$ cat config.mk
export PLATFORM = sky130hd
export DESIGN_NAME = cls_tx_seq
export DESIGN_NICKNAME = d
export VERILOG_FILES = /design/src/rtl/cls_pkg.sv /design/src/rtl/cls_lane_join.sv /design/src/rtl/cls_len_mux.sv /design/src/rtl/cls_line_enc.sv /design/src/rtl/cls_tx_seq.sv
export SDC_FILE = /design/constraint.sdc
export NUM_CORES = 1
export LEC_CHECK = 0
export ABC_AREA = 1
export ABC_CLOCK_PERIOD_IN_PS = 2800
export BUFFER_PORTS_ARGS = -buffer_cell sky130_fd_sc_hd__buf_4
export CORE_ASPECT_RATIO = 1.25
export CORE_MARGIN = 10
export CORE_UTILIZATION = 46
export DETAILED_ROUTE_END_ITERATION = 10
export PLACE_DENSITY_LB_ADDON = 0.05
export SYNTH_ARGS = -nofsm -noshare
export SYNTH_HDL_FRONTEND = slang
export SYNTH_SLANG_ARGS = --single-unit
$ cat constraint.sdc
create_clock -name clk -period 2.8 [get_ports clk]
set_input_delay 0.56 -clock clk [delete_from_list [all_inputs] [get_ports clk]]
set_output_delay 0.56 -clock clk [all_outputs]
set_load 0.01 [all_outputs]
$ cat src/rtl/cls_pkg.sv
package cls_pkg;

    typedef enum logic [3:0] {
        ST_STOP,
        ST_LP01,
        ST_PREP,
        ST_ZERO,
        ST_PRE,
        ST_DATA,
        ST_POST,
        ST_TRAIL,
        ST_EXIT
    } cls_state_e;

    localparam logic [2:0] LINE_LP11 = 3'd0;
    localparam logic [2:0] LINE_LP01 = 3'd1;
    localparam logic [2:0] LINE_LP00 = 3'd2;
    localparam logic [2:0] LINE_HS0  = 3'd3;
    localparam logic [2:0] LINE_HSCK = 3'd4;

endpackage

$ cat src/rtl/cls_lane_join.sv
module cls_lane_join #(
    parameter int LANES = 4
) (
    input  logic [LANES-1:0] done_i,
    output logic             all_done_o
);
    logic [LANES:0] acc;

    assign acc[0] = 1'b1;

    for (genvar g = 0; g < LANES; g++) begin : g_join
        assign acc[g+1] = acc[g] & done_i[g];
    end

    assign all_done_o = acc[LANES];
endmodule

$ cat src/rtl/cls_len_mux.sv
module cls_len_mux
    import cls_pkg::*;
#(
    parameter int CNT_W = 8
) (
    input  cls_state_e       st_i,
    input  logic [CNT_W-1:0] cnt_i,
    input  logic [CNT_W-1:0] lpx_i,
    input  logic [CNT_W-1:0] prep_i,
    input  logic [CNT_W-1:0] zero_i,
    input  logic [CNT_W-1:0] pre_i,
    input  logic [CNT_W-1:0] post_i,
    input  logic [CNT_W-1:0] trail_i,
    input  logic [CNT_W-1:0] exit_i,
    output logic [CNT_W-1:0] len_o,
    output logic             last_o
);
    localparam logic [CNT_W-1:0] ONE = CNT_W'(1);

    logic [CNT_W-1:0] raw;

    always_comb begin
        case (st_i)
            ST_LP01:  raw = lpx_i;
            ST_PREP:  raw = prep_i;
            ST_ZERO:  raw = zero_i;
            ST_PRE:   raw = pre_i;
            ST_POST:  raw = post_i;
            ST_TRAIL: raw = trail_i;
            ST_EXIT:  raw = exit_i;
            default:  raw = '0;
        endcase
    end

    // a zero register still yields one cycle in the segment
    assign len_o  = (raw == '0) ? ONE : raw;
    assign last_o = (cnt_i == (len_o - ONE));
endmodule

$ cat src/rtl/cls_line_enc.sv
module cls_line_enc
    import cls_pkg::*;
(
    input  cls_state_e st_i,
    output logic [2:0] line_o,
    output logic       den_o
);
    always_comb begin
        den_o = 1'b0;
        case (st_i)
            ST_LP01:  line_o = LINE_LP01;
            ST_PREP:  line_o = LINE_LP00;
            ST_ZERO:  line_o = LINE_HS0;
            ST_PRE:   line_o = LINE_HSCK;
            ST_DATA: begin
                line_o = LINE_HSCK;
                den_o  = 1'b1;
            end
            ST_POST:  line_o = LINE_HSCK;
            ST_TRAIL: line_o = LINE_HS0;
            default:  line_o = LINE_LP11;
        endcase
    end
endmodule

$ cat src/rtl/cls_tx_seq.sv
module cls_tx_seq
    import cls_pkg::*;
#(
    parameter int CNT_W = 8,
    parameter int LANES = 4
) (
    input  logic             clk,
    input  logic             rst_n,
    input  logic             hs_req,
    input  logic [LANES-1:0] lane_done,
    input  logic [CNT_W-1:0] cfg_lpx,
    input  logic [CNT_W-1:0] cfg_prep,
    input  logic [CNT_W-1:0] cfg_zero,
    input  logic [CNT_W-1:0] cfg_pre,
    input  logic [CNT_W-1:0] cfg_post,
    input  logic [CNT_W-1:0] cfg_trail,
    input  logic [CNT_W-1:0] cfg_exit,
    output logic [2:0]       line_code,
    output logic             data_en
);
    localparam logic [CNT_W-1:0] ONE = CNT_W'(1);

    typedef struct packed {
        cls_state_e       st;
        logic [CNT_W-1:0] cnt;
    } seq_t;

    seq_t             seq_d, seq_q;
    logic             all_done;
    logic             seg_last;
    logic [CNT_W-1:0] seg_len;

    cls_lane_join #(.LANES(LANES)) u_join (
        .done_i     (lane_done),
        .all_done_o (all_done)
    );

    cls_len_mux #(.CNT_W(CNT_W)) u_len (
        .st_i    (seq_q.st),
        .cnt_i   (seq_q.cnt),
        .lpx_i   (cfg_lpx),
        .prep_i  (cfg_prep),
        .zero_i  (cfg_zero),
        .pre_i   (cfg_pre),
        .post_i  (cfg_post),
        .trail_i (cfg_trail),
        .exit_i  (cfg_exit),
        .len_o   (seg_len),
        .last_o  (seg_last)
    );

    cls_line_enc u_enc (
        .st_i   (seq_q.st),
        .line_o (line_code),
        .den_o  (data_en)
    );

    always_comb begin
        seq_d     = seq_q;
        seq_d.cnt = seq_q.cnt + ONE;
        case (seq_q.st)
            ST_STOP: begin
                seq_d.cnt = '0;
                if (hs_req) seq_d.st = ST_LP01;
            end
            ST_LP01: if (seg_last) begin seq_d.st = ST_PREP;  seq_d.cnt = '0; end
            ST_PREP: if (seg_last) begin seq_d.st = ST_ZERO;  seq_d.cnt = '0; end
            ST_ZERO: if (seg_last) begin seq_d.st = ST_PRE;   seq_d.cnt = '0; end
            ST_PRE:  if (seg_last) begin seq_d.st = ST_DATA;  seq_d.cnt = '0; end
            ST_DATA: begin
                seq_d.cnt = '0;
                if (!hs_req && all_done) seq_d.st = ST_POST;
            end
            ST_POST:  if (seg_last) begin seq_d.st = ST_TRAIL; seq_d.cnt = '0; end
            ST_TRAIL: if (seg_last) begin seq_d.st = ST_EXIT;  seq_d.cnt = '0; end
            ST_EXIT:  if (seg_last) begin seq_d.st = ST_STOP;  seq_d.cnt = '0; end
            default: begin
                seq_d.st  = ST_STOP;
                seq_d.cnt = '0;
            end
        endcase
    end

    always_ff @(posedge clk or negedge rst_n) begin
        if (!rst_n) begin
            seq_q.st  <= ST_STOP;
            seq_q.cnt <= '0;
        end else begin
            seq_q <= seq_d;
        end
    end

    // a request seen in stop produces LP-01 next
    a_r2_stop_to_lp01: assert property (@(posedge clk) disable iff (!rst_n)
        (seq_q.st == ST_STOP && hs_req) |=> (line_code == LINE_LP01));

    // prepare is left only into HS-0
    a_r3_prep_exit: assert property (@(posedge clk) disable iff (!rst_n)
        (line_code == LINE_LP00) |=> (line_code == LINE_LP00 || line_code == LINE_HS0));

    // enable only while the clock toggles
    a_r5_en_with_clock: assert property (@(posedge clk) disable iff (!rst_n)
        data_en |-> (line_code == LINE_HSCK));

    // data phase held while request high or a lane not done
    a_r6_hold_data: assert property (@(posedge clk) disable iff (!rst_n)
        (data_en && (hs_req || !all_done)) |=> data_en);

    // post is followed only by trail
    a_r7_post_to_trail: assert property (@(posedge clk) disable iff (!rst_n)
        (seq_q.st == ST_POST) |=> (seq_q.st == ST_POST || seq_q.st == ST_TRAIL));

    // exit ends only in stop, never straight into LP-01
    a_r8_exit_to_stop: assert property (@(posedge clk) disable iff (!rst_n)
        (seq_q.st == ST_EXIT) |=> (seq_q.st == ST_EXIT || seq_q.st == ST_STOP));

    // counter never passes the clamped segment length
    a_r9_cnt_window: assert property (@(posedge clk) disable iff (!rst_n)
        (seq_q.st != ST_STOP && seq_q.st != ST_DATA) |-> (seq_q.cnt < seg_len));
endmodule

==> results of run 1 <==
==> metrics by stage <==
stage          setup WS [ns]  std cells  total power, mW
4_1_cts               -0.185        478             1.84
3_5_place_dp          -0.376        451             1.46
5_1_grt               -0.638        489             2.29
2_1_floorplan       -0.00420        301             1.06
6_report              -0.494        489             2.17
3_3_place_gp          -0.296        451             1.43
==> kinds of logic (layout without fill, tap and decap cells) <==
family	count (synthesis)	count (layout)	share of synthesized area, %
AND/OR/NAND/NOR	225	225	63.7
buffers and inverters	46	180	11.6
flip-flops	12	12	16.3
XOR/XNOR	9	9	4.68
AO/OA/AOI/OAI	7	7	2.37
adder cells (fa/ha/maj)	2	2	1.36
==> metal layers <==
metal | vias up | share of wire, % | global-route usage, %
met1 | 1247 | 38 | 21.8
met5 | - | 0 | 0
met3 | 37 | 6.3 | 4.68
met2 | 149 | 51 | 37.6
met4 | 0 | 4.8 | 10.7
li1 | 1238 | - | -
==> timing repair <==
action	CTS	global route
setup endpoints to repair	12	12
cloned	3	0
pin swaps	32	21
buffers inserted	21	11
gates resized for setup	46	28
==> power groups by stage <==
stage | clock network (mW) | registers [mW] | logic, mW
2_1_floorplan | 0 | 0.227 | 0.832
3_3_place_gp | 0 | 0.238 | 1.19
3_5_place_dp | 0 | 0.237 | 1.23
4_1_cts | 0.188 | 0.239 | 1.41
5_1_grt | 0.200 | 0.249 | 1.84
6_report | 0.184 | 0.248 | 1.74
==> final cells by class <==
type	instances	area share [%]
clock buffer	4	1.66
timing repair buffer	138	34.0
sequential	12	9.15
inverter	38	4.52
multi-input combinational	243	48.6
tap	54	2.03
==> synthesized netlist by cell type (all sizes together), types with 2 or more instances <==
cell type | number | area (µm²)
nand3b | 2 | 15.0
nand3 | 73 | 420
buf | 8 | 71.3
o21ai | 3 | 15.0
nor2 | 40 | 249
xnor2 | 2 | 17.5
nand2 | 102 | 445
dfrtp | 12 | 300
xor2 | 7 | 68.8
nor3 | 3 | 15.0
ha | 2 | 25.0
inv | 37 | 139
nand4 | 5 | 31.3
a21oi | 3 | 22.5
==> critical path: stages, from the launching register on <==
cell                      delay [ns]
sky130_fd_sc_hd__dfrtp_2        0.47
sky130_fd_sc_hd__nor2_1         0.08
sky130_fd_sc_hd__buf_4          0.17
sky130_fd_sc_hd__nand3_1        0.11
sky130_fd_sc_hd__nand2_2        0.09
sky130_fd_sc_hd__inv_1          0.06
sky130_fd_sc_hd__nand2_1        0.10
sky130_fd_sc_hd__nor2_4         0.16
sky130_fd_sc_hd__nand2_2        0.08
sky130_fd_sc_hd__nor2_4         0.15
sky130_fd_sc_hd__nand2_4        0.07
sky130_fd_sc_hd__nand2_4        0.06
sky130_fd_sc_hd__inv_2          0.05
sky130_fd_sc_hd__ha_4           0.17
sky130_fd_sc_hd__xnor2_2        0.19
sky130_fd_sc_hd__inv_1          0.10
sky130_fd_sc_hd__nand2_1        0.09
sky130_fd_sc_hd__nand3_2        0.08
sky130_fd_sc_hd__a21oi_2        0.12
sky130_fd_sc_hd__nand4_1        0.16
sky130_fd_sc_hd__nor2_4         0.23
sky130_fd_sc_hd__nand2_4        0.09
sky130_fd_sc_hd__nand2_4        0.09
sky130_fd_sc_hd__nand2_4        0.08
sky130_fd_sc_hd__nand2_2        0.06
sky130_fd_sc_hd__nand2_1        0.06
==> worst min-delay path by stage <==
| stage | from | to | slack [ns] | depth (start not counted) |
|---|---|---|---|---|
| finish | rst_n | seq_q[0] | 0.15 | 1 |
| global route | rst_n | seq_q[2] | 0.15 | 1 |
| CTS | rst_n | seq_q[1] | 0.15 | 1 |
| detailed placement | rst_n | seq_q[1] | 0.41 | 1 |
| global placement | rst_n | seq_q[2] | 0.41 | 1 |
| floorplan | rst_n | seq_q[0] | 0.26 | 0 |
==> results.tsv, run 1 <==
stage	metric	value	unit
timing	final_max_slew_viol_count	0	
synth	postSynthNetCount	366	
synth	postSynthRegisterBits	12	
synth	cell_count_after_synthesis	301	
cells_and_area	final_common_cell	sky130_fd_sc_hd__buf_4	
pwr	switchingPower	1.05	mW
clock_network	tritoncts.num_buffers	3	
status	run_status	finished with violations	
grt	overflow	0	
floorplan	die_area	6960	µm²
pwr	ir_drop	531	µV
timing	clock.fmax	0.304	GHz
setup_path	worst_r2r_endpoint	seq_q[8]	
synth	synth_cell_types	27	
cells_and_area	multi_input_comb_area	1610	µm²
timing	finalClockSkew	0.000690	ns
synth	mappedNetlistArea	1850	µm²
cells_and_area	layout.filler_cells	225	
grt	grt_first_pass_wirelength	12.3	mm
pwr	p_leak	1.76	nW
timing	setup_total_negative_slack	-5.66	ns
timing	max_slew.worst_pin.slew	0.397	ns
synth	synth-main-ff-cell	sky130_fd_sc_hd__dfrtp_1	
placed_design	placedInstanceArea	2680	µm²
placed_design	dp_hpwl	5.27	mm
pwr	pwr-share-comb	80.1	%
floorplan	die_width	76.7	µm
synth	synth-edff-count	0	
synth	synth-warning-count	0	
floorplan	design.core.area	3820	µm²
timing	max_slew_margin	73.6	%
routing	drt-vias-per-instance	5.46	
floorplan	die_h	90.8	µm
cells_and_area	area_growth	80.0	%
status	violations	setup timing	
synth	synth-seq-area-share	16.3	%
setup_path	end_kind	flip-flop	
setup_path	worst_r2r_startpoint	seq_q[8]	
clock_network	cts.sinks	12	
pwr	cellPowerDensity	654	nW/µm²
setup_path	critPathLaunch	seq_q[8]	
clock_network	postCtsHoldBufs	0	
routing	drtIter0Drc	161	
pwr	intPower	1.12	mW
timing	grt_setup_unrepaired	true	
clock_network	htree_levels	1	
cells_and_area	drive_gt1_share	54.9	%
cells_and_area	finish.utilization	87.0	%
clock_network	max-clock-path-buffers	2	
synth	postSynth.asyncResetShare	100	%
setup_path	path_max_fanout	7	
cells_and_area	reg_top3	seq_q: 12 flops	
setup_path	critical_path_class	reg2reg	
placed_design	finalWeightedCongestion	0.949	
timing	post-route-worst-setup-slack	-0.494	ns
timing	timing.final.hold_violations	0	
pwr	clock_power_share	8.5	%
synth	synthesis.area_per_instance	6.13	µm²
cells_and_area	largest_register_ffs	12	
grt	number_of_antenna_violations_at_the_first_check_in_global_routing	0	
timing	hold_ws	0.155	ns
routing	drt_first_pass_iters	4	
routing	drt.antenna.violating_nets	0	
job	max_cap_viols	0	
timing	final_min_period_over_clock_period	118	%
cells_and_area	final-seq-area	304	µm²
cells_and_area	antenna_cells	0	
cells_and_area	fin_nets	501	
setup_path	cp.required	2.92	ns
routing	vias	2671	
setup_path	rrSetupSlack	-0.49	ns
cells_and_area	mostFrequentLayoutCells	sky130_fd_sc_hd__buf_4 (126), sky130_fd_sc_hd__nand2_1 (80), sky130_fd_sc_hd__nand3_1 (43), sky130_fd_sc_hd__inv_1 (29), sky130_fd_sc_hd__nand3_2 (23)	
timing	setup-violations-final	12	
clock_network	clkTransAtPathRegs	0.05	ns
setup_path	cp-endpoint	seq_q[8]	
grt	grt_max_degree	18	
cells_and_area	final_area	3320	µm²
timing	final.min_clock_period	3.29	ns
setup_path	timing.reg2reg.worst_path_depth	25	
setup_path	worst_setup_path_start_kind	flip-flop	
routing	post-route-drc-count	0	
grt	globalRouteTotalUtil	20.8	%
pwr	power.share.sequential	11.4	%
setup_path	cp_data_arrival_time	3.42	ns
clock_network	cts.root.buffer_cell	sky130_fd_sc_hd__clkbuf_8	
placed_design	io_buffer_count	66	
routing	routed_wire_length_per_instance	17.4	µm
floorplan	std_cell_rows	25	
clock_network	cts_tree	done	
cells_and_area	largest_register	seq_q	
routing	finalWirelength	8.51	mm
floorplan	initial_cell_density_of_the_core	48.4	%
floorplan	design.portCount	67	
grt	grt_pass1_vias	2720	
min_path	hold_path_class	in2async	
clock_network	clock_latency	0.23	ns
pwr	power.switching_fraction	48.5	%
Note: power is estimated with default switching activity, not from simulation.
==> run 2: changes to the inputs <==
- CORE_UTILIZATION: 46 -> 47
- CTS_BUF_LIST: not set -> sky130_fd_sc_hd__clkbuf_8
==> results.tsv, run 2 (synthesis gave the netlist of run 1 again) <==
stage	metric	value	unit	change
status	run_status	finished with violations		
status	violations	setup timing		
clock_network	cts_tree	done		
routing	drt_first_pass_iters	4		unchanged
pwr	cellPowerDensity	601	nW/µm²	-8.0%
cells_and_area	finish.utilization	80.9	%	-6.2 points
pwr	p_leak	1.67	nW	-5.3%
timing	timing.final.hold_violations	0		unchanged
pwr	intPower	0.961	mW	-14%
floorplan	initial_cell_density_of_the_core	48.8	%	+0.40 points
grt	number_of_antenna_violations_at_the_first_check_in_global_routing	0		unchanged
grt	globalRouteTotalUtil	19.1	%	-1.7 points
routing	vias	2424		-9.2%
cells_and_area	area_growth	65.8	%	
floorplan	design.core.area	3780	µm²	-0.82%
pwr	switchingPower	0.880	mW	-16%
pwr	ir_drop	427	µV	-20%
cells_and_area	largest_register_ffs	12		unchanged
clock_network	max-clock-path-buffers	2		unchanged
cells_and_area	final_common_cell	sky130_fd_sc_hd__buf_4		
floorplan	design.portCount	67		unchanged
floorplan	die_area	6850	µm²	-1.6%
placed_design	dp_hpwl	5.33	mm	+1.2%
setup_path	critical_path_class	reg2reg		
cells_and_area	fin_nets	484		-3.4%
clock_network	cts.root.buffer_cell	sky130_fd_sc_hd__clkbuf_8		
grt	overflow	0		unchanged
pwr	pwr-share-comb	76.9	%	-3.2 points
setup_path	worst_setup_path_start_kind	flip-flop		
routing	routed_wire_length_per_instance	14.7	µm	-15%
routing	finalWirelength	6.96	mm	-18%
setup_path	critical-path-top-cell-by-count	sky130_fd_sc_hd__nand2_4		
setup_path	path_max_fanout	8		+1
placed_design	finalWeightedCongestion	0.899		-5.3%
routing	drt-vias-per-instance	5.14		-6.0%
setup_path	cp.required	2.93	ns	about the same
cells_and_area	mostFrequentLayoutCells	sky130_fd_sc_hd__buf_4 (109), sky130_fd_sc_hd__nand2_1 (81), sky130_fd_sc_hd__nand3_1 (51), sky130_fd_sc_hd__inv_1 (29), sky130_fd_sc_hd__nand3_2 (22)		
setup_path	cp_data_arrival_time	3.23	ns	-0.19 ns
clock_network	tritoncts.num_buffers	3		unchanged
floorplan	die_width	76.0	µm	-0.80%
job	max_cap_viols	0		unchanged
timing	finalClockSkew	0.00364	ns	+0.00295 ns
clock_network	htree_levels	1		unchanged
clock_network	postCtsHoldBufs	0		unchanged
cells_and_area	final-seq-area	304	µm²	unchanged
timing	final.min_clock_period	3.10	ns	-0.197 ns
timing	final_max_slew_viol_count	0		unchanged
clock_network	clkTransAtPathRegs	0.05	ns	about the same
setup_path	crit_path_top_delay_cell	sky130_fd_sc_hd__dfrtp_1		
routing	drt.antenna.violating_nets	0		unchanged
timing	max_slew_margin	75.5	%	+1.9 points
routing	drtIter0Drc	155		-3.7%
pwr	power.share.sequential	12.8	%	+1.4 points
grt	grt_first_pass_wirelength	11.1	mm	-10%
timing	setup_total_negative_slack	-3.29	ns	+2.37 ns
cells_and_area	reg_top3	seq_q: 12 flops		
placed_design	io_buffer_count	66		unchanged
grt	grt_max_degree	18		unchanged
cells_and_area	drive_gt1_share	49.5	%	-5.4 points
cells_and_area	layout.filler_cells	298		+32%
routing	post-route-drc-count	0		unchanged
setup_path	end_kind	flip-flop		
timing	clock.fmax	0.323	GHz	+6.4%
min_path	hold_path_class	in2async		
timing	max_slew.worst_pin.slew	0.364	ns	-0.0330 ns
clock_network	cts.sinks	12		unchanged
timing	final_min_period_over_clock_period	111	%	-7.0 points
pwr	clock_power_share	10.3	%	+1.8 points
grt	grt_pass1_vias	2360		-13%
cells_and_area	largest_register	seq_q		
floorplan	std_cell_rows	25		unchanged
timing	grt_setup_unrepaired	true		
pwr	power.switching_fraction	47.8	%	-0.67 points
placed_design	dp.cells	457		+1.3%
cells_and_area	layout.cells.non_filler	472		-3.5%
floorplan	die_h	90.1	µm	-0.83%
cells_and_area	antenna_cells	0		unchanged
timing	setup-violations-final	12		unchanged
cells_and_area	multi_input_comb_area	1490	µm²	-7.9%
timing	post-route-worst-setup-slack	-0.297	ns	+0.197 ns
setup_path	critPathMaxStageDelay	0.41	ns	-0.06 ns
clock_network	clock_latency	0.24	ns	about the same
-- run 2: cell count changes in the layout (fill, tap and decap cells not counted), moves of 2 or more --
cell / change
sky130_fd_sc_hd__nor2_1: +6
sky130_fd_sc_hd__nor2_2: -4
sky130_fd_sc_hd__nor2_4: -2
sky130_fd_sc_hd__nand3_1: +8
sky130_fd_sc_hd__buf_4: -17
sky130_fd_sc_hd__nand3_4: -7
-- run 2: worst paths after layout --
path,from,end,slack (ns),cells after the start
setup / recovery,seq_q[11],seq_q[11],-0.30,25
hold / removal,rst_n,seq_q[11],0.14,1
setup reg to reg,seq_q[11],seq_q[11],-0.30,25
hold reg to reg,seq_q[0],seq_q[0],0.55,1
max in group asynchronous,rst_n,seq_q[9],2.49,1
min in group clk,seq_q[0],seq_q[0],0.55,1
-- run 2: critical path, delay by kind of cell (launching register included) --
kind	cells	cell delay (ns)
and+or+nand+nor	17	1.61
buffers and inverters	5	0.52
DFF	1	0.41
adders and majority gates	1	0.16
xor gates and xnor gates	1	0.15
AOI/OAI and AO/OA	1	0.12
-- run 2: routing by layer --
| layer | vias up | GRT usage [%] | share of wire [%] |
|---|---|---|---|
| met5 | - | 0 | 0 |
| met4 | 0 | 5.70 | 3.1 |
| met3 | 19 | 2.09 | 5.7 |
| met2 | 88 | 37.1 | 53 |
| met1 | 1113 | 20.6 | 38 |
| li1 | 1204 | - | - |
-- run 2: final cells by class --
type | instances | area share, %
inverter | 38 | 4.74
sequential | 12 | 9.93
multi-input combinational | 243 | 48.6
timing repair buffer | 121 | 32.7
tap | 54 | 2.21
clock buffer | 4 | 1.80
-- run 2: power by group through the flow --
stage	sequential, mW	clock (mW)	combinational [mW]
after global routing	0.238	0.194	1.54
after detailed placement	0.233	0	1.26
final	0.236	0.190	1.42
after global placement	0.233	0	1.23
after floorplan	0.227	0	0.832
after CTS	0.234	0.186	1.37
-- run 2: per-stage QoR --
step / setup WS, ns / hold WS, ns / power (mW) / instance area [µm²]
2_1_floorplan: -0.00420 / 0.264 / 1.06 / 1890
3_3_place_gp: -0.244 / 0.403 / 1.47 / 2760
3_5_place_dp: -0.349 / 0.408 / 1.49 / 2760
4_1_cts: -0.227 / 0.156 / 1.79 / 3010
5_1_grt: -0.517 / 0.156 / 1.97 / 3060
6_report: -0.297 / 0.143 / 1.84 / 3060
-- run 2: repair_timing --
action / CTS / global route
endpoints found under the setup margin: 12 / 12
gates cloned: 2 / 0
pin swaps: 17 / 14
resized for setup: 35 / 10
setup buffers: 6 / 3
